[src/rtl/chreg_pkg.sv]
// Shared constants for the channel register bank: byte addresses, control
// bit positions, command byte order and byte-lane helpers.
// Assumes a 32-bit data bus and at most 32 channels.
package chreg_pkg;

    localparam int unsigned DATA_W = 32;
    localparam int unsigned ADDR_W = 6;
    localparam int unsigned LANES  = DATA_W / 8;

    // word addresses (byte addressed, word aligned)
    localparam logic [ADDR_W-1:0] A_CTRL   = 6'h00;
    localparam logic [ADDR_W-1:0] A_REQEN  = 6'h0C;
    localparam logic [ADDR_W-1:0] A_ERRIE  = 6'h14;
    localparam logic [ADDR_W-1:0] A_CMD_LO = 6'h18;
    localparam logic [ADDR_W-1:0] A_CMD_HI = 6'h1C;
    localparam logic [ADDR_W-1:0] A_INTF   = 6'h24;
    localparam logic [ADDR_W-1:0] A_ERRF   = 6'h2C;

    // control word bit positions
    localparam int unsigned CTL_DBG_STALL  = 1;
    localparam int unsigned CTL_ROUND_ROB  = 2;
    localparam int unsigned CTL_GROUP_RR   = 3;
    localparam int unsigned CTL_STOP_ERR   = 4;
    localparam int unsigned CTL_HALT       = 5;
    localparam int unsigned CTL_CONT_LINK  = 6;
    localparam int unsigned CTL_MINOR_OFS  = 7;
    localparam int unsigned CTL_ERR_CANCEL = 16;
    localparam int unsigned CTL_CANCEL     = 17;

    localparam logic [DATA_W-1:0] CTL_WMASK =
        (32'd1 << CTL_DBG_STALL) | (32'd1 << CTL_ROUND_ROB) |
        (32'd1 << CTL_GROUP_RR)  | (32'd1 << CTL_STOP_ERR)  |
        (32'd1 << CTL_HALT)      | (32'd1 << CTL_CONT_LINK) |
        (32'd1 << CTL_MINOR_OFS) | (32'd1 << CTL_ERR_CANCEL) |
        (32'd1 << CTL_CANCEL);

    // command kinds, ordered by byte offset from A_CMD_LO
    typedef enum logic [2:0] {
        CMD_EIE_CLR  = 3'd0,
        CMD_EIE_SET  = 3'd1,
        CMD_REQ_CLR  = 3'd2,
        CMD_REQ_SET  = 3'd3,
        CMD_DONE_CLR = 3'd4,
        CMD_START    = 3'd5,
        CMD_ERR_CLR  = 3'd6,
        CMD_INT_CLR  = 3'd7
    } cmd_e;

    localparam int unsigned N_CMD = 8;

    // reverse byte order of a data word
    function automatic logic [DATA_W-1:0] swap_bytes(input logic [DATA_W-1:0] d);
        logic [DATA_W-1:0] r;
        for (int l = 0; l < LANES; l++) begin
            r[8*l +: 8] = d[8*(LANES-1-l) +: 8];
        end
        return r;
    endfunction

    // reverse strobe order
    function automatic logic [LANES-1:0] swap_strobes(input logic [LANES-1:0] b);
        logic [LANES-1:0] r;
        for (int l = 0; l < LANES; l++) begin
            r[l] = b[LANES-1-l];
        end
        return r;
    endfunction

    // replace the strobed bytes of old_v with new_v
    function automatic logic [DATA_W-1:0] lane_merge(input logic [DATA_W-1:0] old_v,
                                                     input logic [DATA_W-1:0] new_v,
                                                     input logic [LANES-1:0]  be);
        logic [DATA_W-1:0] r;
        for (int l = 0; l < LANES; l++) begin
            r[8*l +: 8] = be[l] ? new_v[8*l +: 8] : old_v[8*l +: 8];
        end
        return r;
    endfunction

endpackage

[src/rtl/chreg_cmd_decode.sv]
// Bus write decoder: brings data and strobes into little-endian lane order
// and turns writes into register write enables and per-channel command masks.
// Assumes word-aligned addresses; channel numbers at or above N_CH hit nothing.
module chreg_cmd_decode
    import chreg_pkg::*;
#(
    parameter int unsigned N_CH = 32
) (
    input  logic                         big_endian,
    input  logic                         bus_sel,
    input  logic                         bus_we,
    input  logic [ADDR_W-1:0]            bus_addr,
    input  logic [LANES-1:0]             bus_be,
    input  logic [DATA_W-1:0]            bus_wdata,
    output logic [LANES-1:0]             le_be,
    output logic [DATA_W-1:0]            le_wdata,
    output logic                         wr_ctrl,
    output logic                         wr_reqen,
    output logic                         wr_errie,
    output logic [N_CMD-1:0][N_CH-1:0]   cmd_hit
);

    logic wr;

    // lane reordering for the selected byte order
    assign le_be    = big_endian ? swap_strobes(bus_be) : bus_be;
    assign le_wdata = big_endian ? swap_bytes(bus_wdata) : bus_wdata;

    // plain register write enables
    assign wr       = bus_sel && bus_we;
    assign wr_ctrl  = wr && (bus_addr == A_CTRL);
    assign wr_reqen = wr && (bus_addr == A_REQEN);
    assign wr_errie = wr && (bus_addr == A_ERRIE);

    // one command per byte of the two command words, one bit per channel
    for (genvar k = 0; k < N_CMD; k++) begin : g_cmd
        localparam int unsigned LANE = k % LANES;
        localparam logic [ADDR_W-1:0] WADDR = (k < LANES) ? A_CMD_LO : A_CMD_HI;
        logic       byte_hit;
        logic [4:0] ch_num;
        assign byte_hit = wr && (bus_addr == WADDR) && le_be[LANE];
        assign ch_num   = le_wdata[8*LANE +: 5];
        for (genvar c = 0; c < N_CH; c++) begin : g_ch
            assign cmd_hit[k][c] = byte_hit && (ch_num == 5'(c));
        end
    end

endmodule

[src/rtl/chreg_arbiter.sv]
// Channel arbiter: picks one pending channel by fixed priority (highest
// number wins) or round robin (search starts after the last grant), and
// holds the grant until the engine reports done.
// Assumes N_CH is a power of two for the round-robin wrap.
module chreg_arbiter #(
    parameter int unsigned N_CH = 32,
    localparam int unsigned CH_W = (N_CH > 1) ? $clog2(N_CH) : 1
) (
    input  logic            clk,
    input  logic            rst_n,
    input  logic [N_CH-1:0] pending,
    input  logic            round_robin,
    input  logic            allow,
    input  logic            grant_done,
    output logic            grant_valid,
    output logic [CH_W-1:0] grant_ch
);

    logic [CH_W-1:0] last_q;
    logic [CH_W-1:0] fp_idx;
    logic [CH_W-1:0] rr_idx;
    logic            rr_hit;
    logic [CH_W-1:0] pick;

    // fixed priority: the highest pending index wins
    always_comb begin
        fp_idx = '0;
        for (int i = 0; i < N_CH; i++) begin
            if (pending[i]) fp_idx = CH_W'(i);
        end
    end

    // round robin: first pending index after last_q, with wrap
    always_comb begin
        logic [CH_W-1:0] j;
        rr_hit = 1'b0;
        rr_idx = '0;
        j      = '0;
        for (int k = 1; k <= N_CH; k++) begin
            j = CH_W'((int'(last_q) + k) % N_CH);
            if (!rr_hit && pending[j]) begin
                rr_hit = 1'b1;
                rr_idx = j;
            end
        end
    end

    assign pick = round_robin ? rr_idx : fp_idx;

    // grant register: release on done, otherwise grant when allowed
    always_ff @(posedge clk) begin
        if (!rst_n) begin
            grant_valid <= 1'b0;
            grant_ch    <= '0;
            last_q      <= CH_W'(N_CH - 1);
        end else if (grant_valid) begin
            if (grant_done) grant_valid <= 1'b0;
        end else if (allow && (|pending)) begin
            grant_valid <= 1'b1;
            grant_ch    <= pick;
            last_q      <= pick;
        end
    end

endmodule

[src/rtl/chreg_bank.sv]
// Channel request and status register bank: control word, enable and flag
// bitmaps, single-channel command bytes, interrupt outputs and a channel
// arbiter. Reads are combinational; all state updates on the rising edge.
// Assumes N_CH <= 32.
module chreg_bank
    import chreg_pkg::*;
#(
    parameter int unsigned N_CH = 32,
    localparam int unsigned CH_W = (N_CH > 1) ? $clog2(N_CH) : 1
) (
    input  logic              clk,
    input  logic              rst_n,
    input  logic              big_endian,
    input  logic              bus_sel,
    input  logic              bus_we,
    input  logic [5:0]        bus_addr,
    input  logic [3:0]        bus_be,
    input  logic [31:0]       bus_wdata,
    output logic [31:0]       bus_rdata,
    input  logic [N_CH-1:0]   hw_req,
    input  logic [N_CH-1:0]   hw_int_set,
    input  logic [N_CH-1:0]   hw_err_set,
    input  logic              grant_done,
    output logic              grant_valid,
    output logic [CH_W-1:0]   grant_ch,
    output logic [N_CH-1:0]   start_pulse,
    output logic [N_CH-1:0]   done_clr,
    output logic              irq,
    output logic              err_irq
);

    logic [LANES-1:0]           le_be;
    logic [DATA_W-1:0]          le_wdata;
    logic                       wr_ctrl, wr_reqen, wr_errie;
    logic [N_CMD-1:0][N_CH-1:0] cmd_hit;

    logic [DATA_W-1:0] ctrl_q;
    logic [N_CH-1:0]   req_en_q;
    logic [N_CH-1:0]   errie_q;
    logic [N_CH-1:0]   intf_q;
    logic [N_CH-1:0]   errf_q;
    logic [DATA_W-1:0] le_rdata;
    logic              allow;

    chreg_cmd_decode #(.N_CH(N_CH)) u_dec (
        .big_endian (big_endian),
        .bus_sel    (bus_sel),
        .bus_we     (bus_we),
        .bus_addr   (bus_addr),
        .bus_be     (bus_be),
        .bus_wdata  (bus_wdata),
        .le_be      (le_be),
        .le_wdata   (le_wdata),
        .wr_ctrl    (wr_ctrl),
        .wr_reqen   (wr_reqen),
        .wr_errie   (wr_errie),
        .cmd_hit    (cmd_hit)
    );

    // control word: strobed bytes, only defined bits kept
    always_ff @(posedge clk) begin
        if (!rst_n)       ctrl_q <= '0;
        else if (wr_ctrl) ctrl_q <= lane_merge(ctrl_q, le_wdata & CTL_WMASK, le_be);
    end

    // request enables: bitmap write or single-channel set/clear
    always_ff @(posedge clk) begin
        if (!rst_n)        req_en_q <= '0;
        else if (wr_reqen) req_en_q <= N_CH'(lane_merge(DATA_W'(req_en_q), le_wdata, le_be));
        else               req_en_q <= (req_en_q & ~cmd_hit[CMD_REQ_CLR]) | cmd_hit[CMD_REQ_SET];
    end

    // error-interrupt enables: bitmap write or single-channel set/clear
    always_ff @(posedge clk) begin
        if (!rst_n)        errie_q <= '0;
        else if (wr_errie) errie_q <= N_CH'(lane_merge(DATA_W'(errie_q), le_wdata, le_be));
        else               errie_q <= (errie_q & ~cmd_hit[CMD_EIE_CLR]) | cmd_hit[CMD_EIE_SET];
    end

    // flags: hardware set takes precedence over a software clear
    always_ff @(posedge clk) begin
        if (!rst_n) begin
            intf_q <= '0;
            errf_q <= '0;
        end else begin
            intf_q <= (intf_q & ~cmd_hit[CMD_INT_CLR]) | hw_int_set;
            errf_q <= (errf_q & ~cmd_hit[CMD_ERR_CLR]) | hw_err_set;
        end
    end

    // one-cycle command pulses toward the transfer engine
    always_ff @(posedge clk) begin
        if (!rst_n) begin
            start_pulse <= '0;
            done_clr    <= '0;
        end else begin
            start_pulse <= cmd_hit[CMD_START];
            done_clr    <= cmd_hit[CMD_DONE_CLR];
        end
    end

    // read mux in little-endian lane order; command words read as zero
    always_comb begin
        unique case (bus_addr)
            A_CTRL:  le_rdata = ctrl_q;
            A_REQEN: le_rdata = DATA_W'(req_en_q);
            A_ERRIE: le_rdata = DATA_W'(errie_q);
            A_INTF:  le_rdata = DATA_W'(intf_q);
            A_ERRF:  le_rdata = DATA_W'(errf_q);
            default: le_rdata = '0;
        endcase
    end

    // bus read data in the selected byte order
    assign bus_rdata = (bus_sel && !bus_we)
                     ? (big_endian ? swap_bytes(le_rdata) : le_rdata) : '0;

    // interrupt lines
    assign irq     = |intf_q;
    assign err_irq = |(errf_q & errie_q);

    // new grants held back by halt or by stop-on-error with a pending error
    assign allow = !ctrl_q[CTL_HALT] && !(ctrl_q[CTL_STOP_ERR] && (|errf_q));

    chreg_arbiter #(.N_CH(N_CH)) u_arb (
        .clk         (clk),
        .rst_n       (rst_n),
        .pending     (hw_req & req_en_q),
        .round_robin (ctrl_q[CTL_ROUND_ROB]),
        .allow       (allow),
        .grant_done  (grant_done),
        .grant_valid (grant_valid),
        .grant_ch    (grant_ch)
    );

endmodule

[config.mk]
export PLATFORM = sky130hd
export DESIGN_NAME = chreg_bank
export DESIGN_NICKNAME = d
export VERILOG_FILES = /design/src/rtl/chreg_pkg.sv /design/src/rtl/chreg_cmd_decode.sv /design/src/rtl/chreg_arbiter.sv /design/src/rtl/chreg_bank.sv
export SDC_FILE = /design/constraint.sdc
export NUM_CORES = 1
export LEC_CHECK = 0
export BUFFER_PORTS_ARGS = -buffer_cell sky130_fd_sc_hd__buf_2
export CAP_MARGIN = 30
export CORE_ASPECT_RATIO = 0.9
export CORE_MARGIN = 1.5
export CORE_UTILIZATION = 30
export CTS_CLUSTER_DIAMETER = 200
export DETAILED_ROUTE_END_ITERATION = 8
export PLACE_DENSITY = 0.57
export SLEW_MARGIN = 0
export SYNTH_ARGS = -nofsm -noshare
export SYNTH_HDL_FRONTEND = slang
export SYNTH_SLANG_ARGS = --single-unit
[constraint.sdc]
create_clock -name clk -period 8 [get_ports clk]
set_input_delay 1.6 -clock clk [delete_from_list [all_inputs] [get_ports clk]]
set_output_delay 1.6 -clock clk [all_outputs]
set_load 0.005 [all_outputs]
==> run_results.csv <==
group,metric,value,unit
sta,drv_slew,0,
placement,dp_cells,3033,
synthesis,syn_nets,2278,
layout,drive_gt1_share,18.8,%
drt,num_vias,19500,
sta,tightestPinTransition,1.13,ns
synthesis,yosysTopAreaCell,"dfxtp_1",
sta,layout_min_cycle_time,6.54,ns
layout,seqCellArea,4250,µm²
cts,clk_pin_slew_worst_paths,0.08,ns
power_and_ir_drop,p_sw,1.08,mW
synthesis,synth_area_leaders,"dfxtp_1 25%, mux4_2 8.3%, o21a_1 8.2%",
power_and_ir_drop,p_comb_share,25.6,%
layout,synthToLayoutAreaGrowth,16.7,%
drt,drtIter0Drc,2812,
sta,slew_headroom,24.3,%
power_and_ir_drop,p_leak,7.54,nW
critical_path,cp.required,8.41,ns
synthesis,syn_avg_cell_area,7.96,µm²
cts,clockBufferDepth,3,
sta,rsz0062_at_grt,"no",
cts,cts_hold_buf,0,
floorplan,coreArea,55700,µm²
sta,finalCritPeriodShare,81.8,%
sta,fin_setup_tns,0,ns
layout,fillCellCount,5880,
placement,portBuffers,247,
placement,dpl_cell_area,18800,µm²
power_and_ir_drop,seq_power_share,36.1,%
synthesis,synth_edf_count,0,
synthesis,synth_top_area_share,25.1,%
floorplan,die_w,253,µm
sta,fin_skew,0.0288,ns
global_routing,grt_pass1_vias,17700,
power_and_ir_drop,p_sw_share,34.9,%
drt,dr.pass1.iters,6,
global_routing,grt_max_degree,103,
power_and_ir_drop,power_density,157,nW/µm²
cts,cts_buffers,25,
cts,clock_latency,0.56,ns
floorplan,die_y,228,µm
power_and_ir_drop,power_frac_clock,38.3,%
drt,ant_nets,0,
global_routing,grt-ovfl-total,0,
floorplan,num_rows,82,
cts,cts_resized,0,
global_routing,grt_first_pass_wirelength,126,mm
drt,drcViolationCount,0,
run,cap_violations,0,
layout,layout.nets,2463,
critical_path,path_max_fanout,59,
cts,cts_setup_buffers,0,
synthesis,yosysWarnings,0,
floorplan,pin_count,248,
critical_path,arrival,6.95,ns
global_routing,use_met1,44.0,%
placement,place.gp.congestion,1.02,
drt,routedWlPerCell,29.1,µm
sta,finalHoldViolations,0,
global_routing,met2_usage,40.1,%
global_routing,top_usage_layer,"met1",
critical_path,crit_path_end_kind,"register",
floorplan,die_area,57800,µm²
global_routing,gr-usage-met3,10.5,%
synthesis,synthCells,2122,
global_routing,antenna_found_initial,11,
run_status,status,"finished clean",
synthesis,async_flop_share,0,%
placement,dp_hpwl,71.9,mm
cts,cts_max_level,1,
synthesis,ys_ff_latch,212,
sta,fmax,153,MHz
synthesis,yosysSeqAreaShare,25.1,%
drt,wl,89.8,mm
synthesis,synth_area,16900,µm²
layout,mostFrequentLayoutCells,"246 x nand2_1, 246 x buf_2, 219 x nor2_1",
hold_path,min_path_type,"reg -> reg",
sta,setup-violations-final,0,
power_and_ir_drop,intPower,2.02,mW
floorplan,start_util,30.3,%
layout,stdcell_area,19700,µm²
cts,cts_tree,"built",
cts,root_buffer,"clkbuf_16",
synthesis,synth.distinct_cells,86,
critical_path,start_kind,"register",
drt,viasPerCell,6.33,
layout,instances_no_fill,3085,
cts,cts.sinks,212,
layout,finish.utilization,35.4,%
critical_path,path_class,"reg -> reg",
global_routing,track_usage,29.8,%
layout,multi_input_area,12000,µm²
power_and_ir_drop,peakVddDrop,135,µV
synthesis,ys.flop_type,"dfxtp_1",
==> cell type report <==
cell class	count	area share, %
Antenna cell	6	0.0762
Clock buffer	28	3.28
Clock inverter	15	0.927
Inverter	25	0.476
Multi-Input combinational cell	1748	60.7
Sequential cell	212	21.6
Tap cell	756	4.80
Timing Repair Buffer	295	8.21
==> per-stage QoR <==
| stage | power, mW | hold WS, ns | worst slack (ns) |
|---|---|---|---|
| floorplan | 1.60 | 0.451 | 2.68 |
| global placement | 1.90 | 0.467 | 1.32 |
| detailed placement | 1.89 | 0.476 | 1.67 |
| CTS | 3.07 | 0.483 | 1.64 |
| global route | 3.18 | 0.508 | 1.12 |
| finish | 3.10 | 0.480 | 1.46 |
==> power groups by stage <==
stage,combinational (mW),sequential [mW],clock [mW]
final,0.795,1.12,1.19
after detailed placement,0.754,1.14,0
after CTS,0.758,1.12,1.19
after global routing,0.828,1.12,1.23
after global placement,0.756,1.14,0
after floorplan,0.476,1.12,0
==> kinds of logic (layout without fill, tap and decap cells) <==
kind of cell | after synthesis | count (layout) | synth area share [%]
simple gates | 805 | 805 | 22.8
compound gates | 719 | 719 | 29.8
flops | 212 | 212 | 25.1
mux | 180 | 180 | 15.3
buf+inv | 162 | 363 | 4.22
xor+xnor | 32 | 32 | 1.75
fa+ha+maj | 12 | 12 | 0.889
other cells | 0 | 6 | 0
==> layer usage <==
| metal | wire length (µm) | vias to the layer above |
|---|---|---|
| li1 | - | 8494 |
| met1 | 39500 | 9496 |
| met2 | 35200 | 1341 |
| met3 | 12500 | 167 |
| met4 | 2440 | 16 |
| met5 | 98 | - |
==> cell usage after synthesis, drive strengths merged, types with 13 or more instances <==
master	count
o211ai	64
nor4	30
o221ai	25
o22ai	58
a21oi	57
nand2	246
nand3	99
clkbuf	94
buf	43
a31oi	17
mux2	13
a211oi	18
nor3	33
nor2	219
o2111ai	22
mux2i	105
nand4	34
nor2b	36
inv	24
xnor2	22
a22oi	39
mux4	62
and2	39
dfxtp	212
o21a	185
o21ai	130
==> state kept, by name (all words and copies together), names as in the netlist <==
register / flops
u_arb.grant_valid: 1
ctrl_q: 9
req_en_q: 32
done_clr: 32
errf_q: 32
u_arb.grant_ch: 5
u_arb.last_q: 5
start_pulse: 32
intf_q: 32
errie_q: 32
==> worst max-delay path: stages (launching register included) <==
cell	delay (ns)
dfxtp_4	0.73
inv_1	0.08
buf_4	0.19
ha_1	0.31
clkinv_1	0.63
mux4_2	0.84
o2bb2ai_1	0.25
or2_0	0.43
nor3_1	0.51
nand4_1	0.76
or4_1	0.85
a32oi_1	0.24
nand4_1	0.13
a21oi_1	0.29
a21oi_1	0.11
==> worst paths after layout <==
| check | start | end | slack, ns | depth (start not counted) |
|---|---|---|---|---|
| worst min-delay path | u_arb.grant_ch[2] | u_arb.grant_ch[2] | 0.48 | 2 |
| worst max-delay path | u_arb.last_q[0] | u_arb.last_q[1] | 1.46 | 14 |
| worst max register to register | u_arb.last_q[0] | u_arb.last_q[1] | 1.46 | 14 |
| worst min register to register | u_arb.grant_ch[2] | u_arb.grant_ch[2] | 0.48 | 2 |
No activity file was read; power rests on OpenSTA's default activity.
